File: config.mk
export PLATFORM = sky130hd
export DESIGN_NAME = defl_node
export DESIGN_NICKNAME = d
export VERILOG_FILES = /design/src/rtl/defl_pkg.sv /design/src/rtl/defl_lfsr.sv /design/src/rtl/defl_route.sv /design/src/rtl/defl_alloc.sv /design/src/rtl/defl_node.sv
export SDC_FILE = /design/constraint.sdc
export NUM_CORES = 2
export LEC_CHECK = 0
export ABC_AREA = 1
export BUFFER_PORTS_ARGS = -buffer_cell sky130_fd_sc_hd__buf_2
export CAP_MARGIN = 20
export CORE_AREA = 2 2 648 650
export DETAILED_ROUTE_END_ITERATION = 16
export DIE_AREA = 0 0 650 652
export PLACE_DENSITY = 0.35
export SKIP_CTS_REPAIR_TIMING = 1
export SYNTH_ARGS = -nofsm -noshare
export SYNTH_HDL_FRONTEND = slang
export SYNTH_SLANG_ARGS = --single-unit
File: constraint.sdc
create_clock -name clk -period 56.3 [get_ports clk]
set_input_delay 14.075 -clock clk [delete_from_list [all_inputs] [get_ports clk]]
set_output_delay 14.075 -clock clk [all_outputs]
set_load 0.01 [all_outputs]
File: src/rtl/defl_pkg.sv
`timescale 1ns/1ps
package defl_pkg;
    localparam int NET_PORTS = 4;
    localparam int ALL_PORTS = NET_PORTS + 1;

    typedef enum logic [2:0] {
        DIR_XP  = 3'd0,
        DIR_XN  = 3'd1,
        DIR_YP  = 3'd2,
        DIR_YN  = 3'd3,
        DIR_LOC = 3'd4
    } dir_e;
endpackage

File: src/rtl/defl_lfsr.sv
`timescale 1ns/1ps
module defl_lfsr #(
    parameter int          W    = 32,
    parameter logic [W-1:0] TAPS = 32'hE000_0200,
    parameter logic [W-1:0] SEED = 32'h0000_0001
) (
    input  logic         clk,
    input  logic         rst_n,
    output logic [W-1:0] state
);
    // Galois form, right shift; the top tap bit keeps the state nonzero
    always_ff @(posedge clk) begin
        if (!rst_n) begin
            state <= SEED;
        end else if (state[0]) begin
            state <= (state >> 1) ^ TAPS;
        end else begin
            state <= state >> 1;
        end
    end
endmodule

File: src/rtl/defl_route.sv
`timescale 1ns/1ps
module defl_route import defl_pkg::*; #(
    parameter int COORD_W   = 2,
    parameter int HAS_LOCAL = 1
) (
    input  logic [COORD_W-1:0]   cur_x,
    input  logic [COORD_W-1:0]   cur_y,
    input  logic [COORD_W-1:0]   dst_x,
    input  logic [COORD_W-1:0]   dst_y,
    output logic [ALL_PORTS-1:0] prod
);
    localparam logic [COORD_W-1:0] HALF = COORD_W'(1 << (COORD_W - 1));

    logic [COORD_W-1:0] dx, dy;

    always_comb begin
        dx   = dst_x - cur_x;
        dy   = dst_y - cur_y;
        prod = '0;
        if (dx != '0) begin
            if (dx <= HALF) prod[DIR_XP] = 1'b1;
            if (dx >= HALF) prod[DIR_XN] = 1'b1;
        end
        if (dy != '0) begin
            if (dy <= HALF) prod[DIR_YP] = 1'b1;
            if (dy >= HALF) prod[DIR_YN] = 1'b1;
        end
        prod[DIR_LOC] = (HAS_LOCAL != 0) && (dx == '0) && (dy == '0);
    end
endmodule

File: src/rtl/defl_alloc.sv
`timescale 1ns/1ps
module defl_alloc #(
    parameter int NIN    = 5,
    parameter int NOUT   = 5,
    parameter int NNET   = 4,
    parameter int PRIO_W = 8,
    localparam int SRC_W = $clog2(NIN)
) (
    input  logic [NIN-1:0]                 in_vld,
    input  logic [NIN-1:0][PRIO_W-1:0]     prio,
    input  logic [NIN-1:0][NOUT-1:0]       prod,
    output logic [NOUT-1:0]                out_vld,
    output logic [NOUT-1:0][SRC_W-1:0]     out_src
);
    int rank [NIN];

    // rank = number of valid lanes that beat this one (higher prio, or equal prio and lower index)
    always_comb begin
        for (int i = 0; i < NIN; i++) begin
            rank[i] = 0;
            for (int j = 0; j < NIN; j++) begin
                if (j != i && in_vld[j] &&
                    (prio[j] > prio[i] || (prio[j] == prio[i] && j < i))) begin
                    rank[i] = rank[i] + 1;
                end
            end
        end
    end

    // serve lanes best first: a free productive port, else any free network port
    always_comb begin
        logic [NOUT-1:0] taken;
        logic            done;
        taken   = '0;
        done    = 1'b0;
        out_vld = '0;
        out_src = '0;
        for (int r = 0; r < NIN; r++) begin
            for (int i = 0; i < NIN; i++) begin
                if (in_vld[i] && rank[i] == r) begin
                    done = 1'b0;
                    for (int o = 0; o < NOUT; o++) begin
                        if (!done && prod[i][o] && !taken[o]) begin
                            taken[o]   = 1'b1;
                            out_vld[o] = 1'b1;
                            out_src[o] = SRC_W'(i);
                            done       = 1'b1;
                        end
                    end
                    for (int o = 0; o < NNET; o++) begin
                        if (!done && !taken[o]) begin
                            taken[o]   = 1'b1;
                            out_vld[o] = 1'b1;
                            out_src[o] = SRC_W'(i);
                            done       = 1'b1;
                        end
                    end
                end
            end
        end
    end
endmodule

File: src/rtl/defl_node.sv
`timescale 1ns/1ps
module defl_node import defl_pkg::*; #(
    parameter int               COORD_W   = 2,
    parameter int               PKT_W     = 164,
    parameter int               PRIO_W    = 8,
    parameter int               LFSR_W    = 32,
    parameter logic [LFSR_W-1:0] LFSR_TAPS = 32'hE000_0200,
    parameter logic [LFSR_W-1:0] LFSR_SEED = 32'h0000_0001,
    parameter int               HAS_LOCAL = 1
) (
    input  logic                            clk,
    input  logic                            rst_n,
    input  logic [COORD_W-1:0]              node_x,
    input  logic [COORD_W-1:0]              node_y,
    input  logic [NET_PORTS-1:0]            in_valid,
    input  logic [NET_PORTS-1:0][PKT_W-1:0] in_pkt,
    output logic [NET_PORTS-1:0]            out_valid,
    output logic [NET_PORTS-1:0][PKT_W-1:0] out_pkt,
    input  logic                            inj_valid,
    input  logic [PKT_W-1:0]                inj_pkt,
    output logic                            inj_ready,
    output logic                            ej_valid,
    output logic [PKT_W-1:0]                ej_pkt
);
    localparam int NIN       = ALL_PORTS;
    localparam int SRC_W     = $clog2(NIN);
    localparam int PRIO_STEP = (LFSR_W - PRIO_W) / (NIN - 1);

    logic [LFSR_W-1:0]               lfsr_state;
    logic [NIN-1:0]                  s1_valid;
    logic [NIN-1:0][PKT_W-1:0]       s1_pkt;
    logic [NIN-1:0][PRIO_W-1:0]      s1_prio;
    logic [NIN-1:0][ALL_PORTS-1:0]   s1_prod;
    logic [ALL_PORTS-1:0]            alloc_vld;
    logic [ALL_PORTS-1:0][SRC_W-1:0] alloc_src;

    // a network output is certain to be free only if some network input is idle
    assign inj_ready = (HAS_LOCAL != 0) && !(&in_valid);

    defl_lfsr #(.W(LFSR_W), .TAPS(LFSR_TAPS), .SEED(LFSR_SEED)) u_lfsr (
        .clk   (clk),
        .rst_n (rst_n),
        .state (lfsr_state)
    );

    // stage 1: capture lanes and draw one priority per lane
    always_ff @(posedge clk) begin
        if (!rst_n) begin
            s1_valid <= '0;
            s1_pkt   <= '0;
            s1_prio  <= '0;
        end else begin
            for (int i = 0; i < NET_PORTS; i++) begin
                s1_valid[i] <= in_valid[i];
                s1_pkt[i]   <= in_pkt[i];
            end
            s1_valid[DIR_LOC] <= inj_valid && inj_ready;
            s1_pkt[DIR_LOC]   <= inj_pkt;
            for (int i = 0; i < NIN; i++) begin
                s1_prio[i] <= lfsr_state[i*PRIO_STEP +: PRIO_W];
            end
        end
    end

    for (genvar g = 0; g < NIN; g++) begin : g_route
        defl_route #(.COORD_W(COORD_W), .HAS_LOCAL(HAS_LOCAL)) u_route (
            .cur_x (node_x),
            .cur_y (node_y),
            .dst_x (s1_pkt[g][COORD_W-1:0]),
            .dst_y (s1_pkt[g][2*COORD_W-1:COORD_W]),
            .prod  (s1_prod[g])
        );
    end

    defl_alloc #(.NIN(NIN), .NOUT(ALL_PORTS), .NNET(NET_PORTS), .PRIO_W(PRIO_W)) u_alloc (
        .in_vld  (s1_valid),
        .prio    (s1_prio),
        .prod    (s1_prod),
        .out_vld (alloc_vld),
        .out_src (alloc_src)
    );

    // stage 2: output registers drive the links
    always_ff @(posedge clk) begin
        if (!rst_n) begin
            out_valid <= '0;
            out_pkt   <= '0;
            ej_valid  <= 1'b0;
            ej_pkt    <= '0;
        end else begin
            for (int o = 0; o < NET_PORTS; o++) begin
                out_valid[o] <= alloc_vld[o];
                out_pkt[o]   <= s1_pkt[alloc_src[o]];
            end
            ej_valid <= alloc_vld[DIR_LOC];
            ej_pkt   <= s1_pkt[alloc_src[DIR_LOC]];
        end
    end
endmodule

# Word-level counts from Yosys, hierarchy flattened
# Cells that the tools add are included.
dict set report totals {
  input_bits 831
  reg_bits 1722
  wordCells 2237
  output_inout_bits 826
}
dict set report classes {
  bitwise 1
  eq_ne 30
  n_addsub 25
  magnitude_cmp 45
  reduce_logical 828
  muxes 1288
}
# cell n
set op_table {}
lappend op_table {{164-bit binary-select mux with 3-bit select} 5}
lappend op_table {{1-bit two-way mux} 972}
lappend op_table {{164-bit two-way mux} 5}
lappend op_table {{3-bit two-way mux} 207}
lappend op_table {{32-bit by 2-bit adder with 32-bit output, second input constant} 15}
lappend op_table {{32-bit two-way mux} 15}
lappend op_table {{1-bit logical NOT} 420}
lappend op_table {{1-bit logical AND} 371}
lappend op_table {{15-bit two-way mux} 24}
lappend op_table {{32-bit by 3-bit equality test with 1-bit output, second input constant} 10}
lappend op_table {{5-bit two-way mux} 49}
lappend op_table {{32-bit by 2-bit equality test with 1-bit output, second input constant} 5}
lappend op_table {{32-bit by 4-bit equality test with 1-bit output, second input constant} 5}
lappend op_table {{8-bit greater-than comparator} 20}
lappend op_table {{32-bit logical NOT} 5}
lappend op_table {{8-bit equality test} 10}
lappend op_table {{31-bit two-way mux} 1}
lappend op_table {{2-bit >= comparator, second input constant} 10}
lappend op_table {{2-bit <= comparator, second input constant} 10}
lappend op_table {{2-bit logical NOT} 10}
lappend op_table {{3-bit by 4-bit < comparator with 1-bit output, second input constant} 5}
lappend op_table {{2-bit two-way mux} 10}
lappend op_table {{2-bit nonzero test} 10}
lappend op_table {{2-bit subtractor} 10}
lappend op_table {{other kinds (4)} 13}

# Longest topological paths before layout
dict set report logic_depth {
  depth_word 1006
  ltp_mapped 185
  depth_no_buf 183
}

# By module
# Synthesis repeated with hierarchy kept, for this count alone.
dict set report hier_totals {
  hier_cells 15138
  hier_area_um2 91520.3
}
# mod cells_each area_each_um2 n_inst
set by_module_without_submodules {}
lappend by_module_without_submodules {defl_node 13196 81039.0 1}
lappend by_module_without_submodules {defl_alloc 1650 8564.5 1}
lappend by_module_without_submodules {defl_lfsr 105 929.6 1}
lappend by_module_without_submodules {{defl_route (g_route[1].u_route ...)} 37 196.4 4}
lappend by_module_without_submodules {{defl_route (g_route[0].u_route)} 39 201.4 1}

# Worst setup path after synthesis
# Ideal clock, no wire load.
dict set report synth_timing {
  path_kind {input to register}
  start {input port node_y[0]}
  end {register out_pkt[422] (netlist name)}
  arrival_ps 29215
  t_required_ps 56166
  setup_time_ps 134
  path_stages 169
  path_slack_ps 26950
  path_buffers 3
  cell_sequence {ha_1 -> xor2_1 -> xor2_1 -> inv_1 -> ha_1 -> buf_2 -> nand2_1 -> inv_1 -> nand3_1 -> o21ai_1 -> nand3_1 -> nand2_1 -> nand3_2 -> nor2_4 -> o211ai_1 -> nand2_1 -> nand2_2 -> nand2_2 -> [133 not listed] -> nand2_2 -> nand2_2 -> nand2_1 -> nand2_2 -> nor2_4 -> nand4_2 -> o21ai_2 -> nand2_1 -> nand3_1 -> nand3_2 -> nor2_1 -> nand2_1 -> nand2_2 -> nand3_4 -> buf_4 -> buf_4 -> nand3_1 -> a21oi_2}
}
# element line_no
set synth_rtl {}
lappend synth_rtl {{start: declaration} defl_node.sv:14} ;# input logic [COORD_W-1:0] node_y,
lappend synth_rtl {{end signal: indexed assignment} defl_node.sv:93} ;# out_pkt[o] <= s1_pkt[alloc_src[o]];
lappend synth_rtl {{end: declaration} defl_node.sv:18} ;# output logic [NET_PORTS-1:0][PKT_W-1:0] out_pkt,

==> reports/qor.yml <==
run_status:
  status: "complete, no violations"
pwr:
  net-switching-power_mw: 1.82
  power_density_nw_per_um2: 42.3
  power_mw: 4.51
  switching_share_pct: 40.3
  leakage_nw: 50.9
  ir_worst_vdd_mv: 0.0246
  seq_power_share_pct: 33.0
  internal-power_mw: 2.69
  clockPowerShare_pct: 34.2
  combinationalPowerShare_pct: 32.8
layout:
  syn_to_final_growth_pct: 23.2
  fill_cells: 47200
  final_util_pct: 25.7
  layout.nets: 14900
  fin_cells: 19800
  drive_above_1_share_pct: 17.2
routing:
  ant_nets: 0
  route.detailed.drc: 0
  viasPerCell: 4.82
  finalWirelength_um: 576000
  wl_per_cell_um: 29.1
  vias: 95300
  drt_iter0_drc: 8968
  drt_pre_antenna_iters: 6
synthesis:
  synthesis.nets: 13800
  netlist_top_cells_area: "dfxtp_1, nand2_1, nor2_1"
  async_flop_share_pct: 0
  synth_top_area_cell: "dfxtp_1"
  ys.flop_type: "dfxtp_1"
  ys_types: 58
  synth_top_area_share_pct: 39.0
  yosys-top-cells-count: "nand2_1, nor2_1, dfxtp_1"
  yosys_warnings: 0
  synth-edff-count: 0
  synth.ff_latch_count: 1687
  avgSynthCellArea_um2: 6.75
  post-synth-top-count-cell: "nand2_1"
  netlist_area_um2: 86700
  ys_seq_area_share_pct: 39.0
  synth_cells: 12800
critical_path:
  startpoint_type: "input pin"
  timing.rr.start: "s1_prio[9]"
  cp_common_cell: "nand2_1"
  rrSetupSlack_ps: 32110
  end_kind: "flip-flop"
  critPathMaxStageDelay_ps: 950
  startpoint: "node_x[0]"
  reg2reg_to: "out_pkt[294]"
  cp_max_fo: 41
  path_class: "input pin to flip-flop"
  r2r_cells: 172
  critPathRequiredTime_ps: 57160
  cp.arrival_ps: 37090
  slowest_stage: "nand2_4"
worst_hold_path:
  hp-class: "flip-flop to flip-flop"
  hold_start: "u_lfsr.state[29]"
  holdPathEnd: "s1_prio[37]"
  min_path_cells: 2
timing:
  slew_viol_final: 0
  worst_pin_slew_ps: 1250
  final_hold_viol_count: 0
  max_freq_ghz: 0.0276
  setup_tns_ps: 0
  fin_worst_skew_ps: 63.8
  setup_violations: 0
  fin_crit_ps: 36220
  period_share_pct: 64.3
  maxSlewHeadroom_pct: 16.4
  rsz0062_at_grt: "false"
clock_network:
  numClockSinks: 1687
  h-tree-depth: 4
  clock_path_buffers: 4
  cts_made_buffers: 215
  cts_tree: "done"
  ctsRootBufferMaster: "clkbuf_16"
  path_clk_slew_ps: 60
  clock_latency_ps: 980
floorplan:
  die_h_um: 652
  die-area_um2: 424000
  initial_core_util_pct: 20.8
  core_um2: 416000
  pin_count: 1657
  fp.dieW_um: 650
  rows: 237
global_routing:
  antenna_found_initial: 105
  grt_start_max_net_pins: 171
  grt_pass1_wl_um: 786000
  grt_pass1_vias: 92500
  grt_overflow: 0
  grt_use_total_pct: 26.0
place:
  port_buffers: 1656
  gp_congestion: 0.904
  dp_cells: 19200
  hpwl_um: 402000
job:
  cap_violations: 0
-- per-layer routing --
metal  track usage [%]  up-vias  part of all wire (%)  routed length, um
met5                 0        -                 0.024                138
met4              15.8       22                   6.8              39100
met3              3.52      884                   5.4              31200
met2              41.8     3840                    45             262000
met1              33.1    46300                    42             244000
li1                  -    44200                     -                  -
-- worst max-delay path by stage --
stage	slack [ps]	endpoint	depth (start not counted)
after global placement	19070	out_pkt[292]	162
after floorplan	26950	out_pkt[422]	169
after global routing	17340	out_pkt[279]	162
final	20080	out_pkt[294]	164
after detailed placement	19330	out_pkt[274]	166
after CTS	20270	out_pkt[274]	166
-- area by class of cell --
class,count,area (um^2),share of cell area [%]
Multi-Input combinational cell,8855,43200,40.4
Clock buffer,279,5970,5.59
Sequential cell,1687,33800,31.6
Antenna cell,187,468,0.438
Timing Repair Buffer,1820,9710,9.09
Inverter,1328,5050,4.73
Clock inverter,118,1750,1.64
Tap cell,5497,6880,6.44
-- through the flow --
step	area (um^2)	hold slack [ps]	worst slack (ps)
after floorplan	86700	390	26950
after global placement	98600	394	19070
after detailed placement	98600	401	19330
after CTS	106000	416	20270
after global routing	107000	435	17340
final	107000	412	20080
-- critical path, delay by kind of cell --
family | cells | cell delay [ps]
XOR/XNOR | 2 | 390
buffers and inverters | 12 | 2700
AO/OA/AOI/OAI | 11 | 1810
adder cells (fa/ha/maj) | 2 | 900
AND/OR/NAND/NOR | 137 | 17020
-- power groups by stage --
stage / combinational [mW] / sequential, mW / clock [mW]
detailed placement: 1.48 / 1.52 / 0
finish: 1.48 / 1.49 / 1.54
global placement: 1.49 / 1.52 / 0
CTS: 1.49 / 1.49 / 1.59
floorplan: 0.793 / 1.48 / 0
global route: 1.60 / 1.50 / 1.63
-- cells in the final DEF (no fill, tap or decap), types with 32 or more instances in the layout --
cell and n:
buf_4 147, clkinv_2 35, clkbuf_1 32, o211ai_1 343
or2_2 39, or2_1 126, a21oi_1 1023, nand4_1 61
nor3_1 166, o31ai_1 166, nand3_1 650, nand2_1 2781
nor2_1 1791, o21ai_1 181, clkbuf_16 218, diode_2 187
o32ai_1 328, buf_2 1657, a21oi_2 61, inv_1 1281
dfxtp_1 1687, bufinv_16 37, ha_1 124, o21ai_0 838
-- logic make-up after synthesis --
| logic type | synth area share (%) |
|---|---|
| adder cells (fa/ha/maj) | 1.79 |
| XOR/XNOR | 0.313 |
| flip-flops | 39.0 |
| AND/OR/NAND/NOR | 27.0 |
| AO/OA/AOI/OAI | 20.6 |
| buffers and inverters | 11.4 |
-- sequential cells by signal, indices dropped and copies added (netlist names) --
signal and flops:
s1_prio 32, out_pkt 656, ej_pkt 164, s1_valid 5, s1_pkt 820, out_valid 4, ej_valid 1, u_lfsr.state 5
Power figures use the tool's default switching activity.
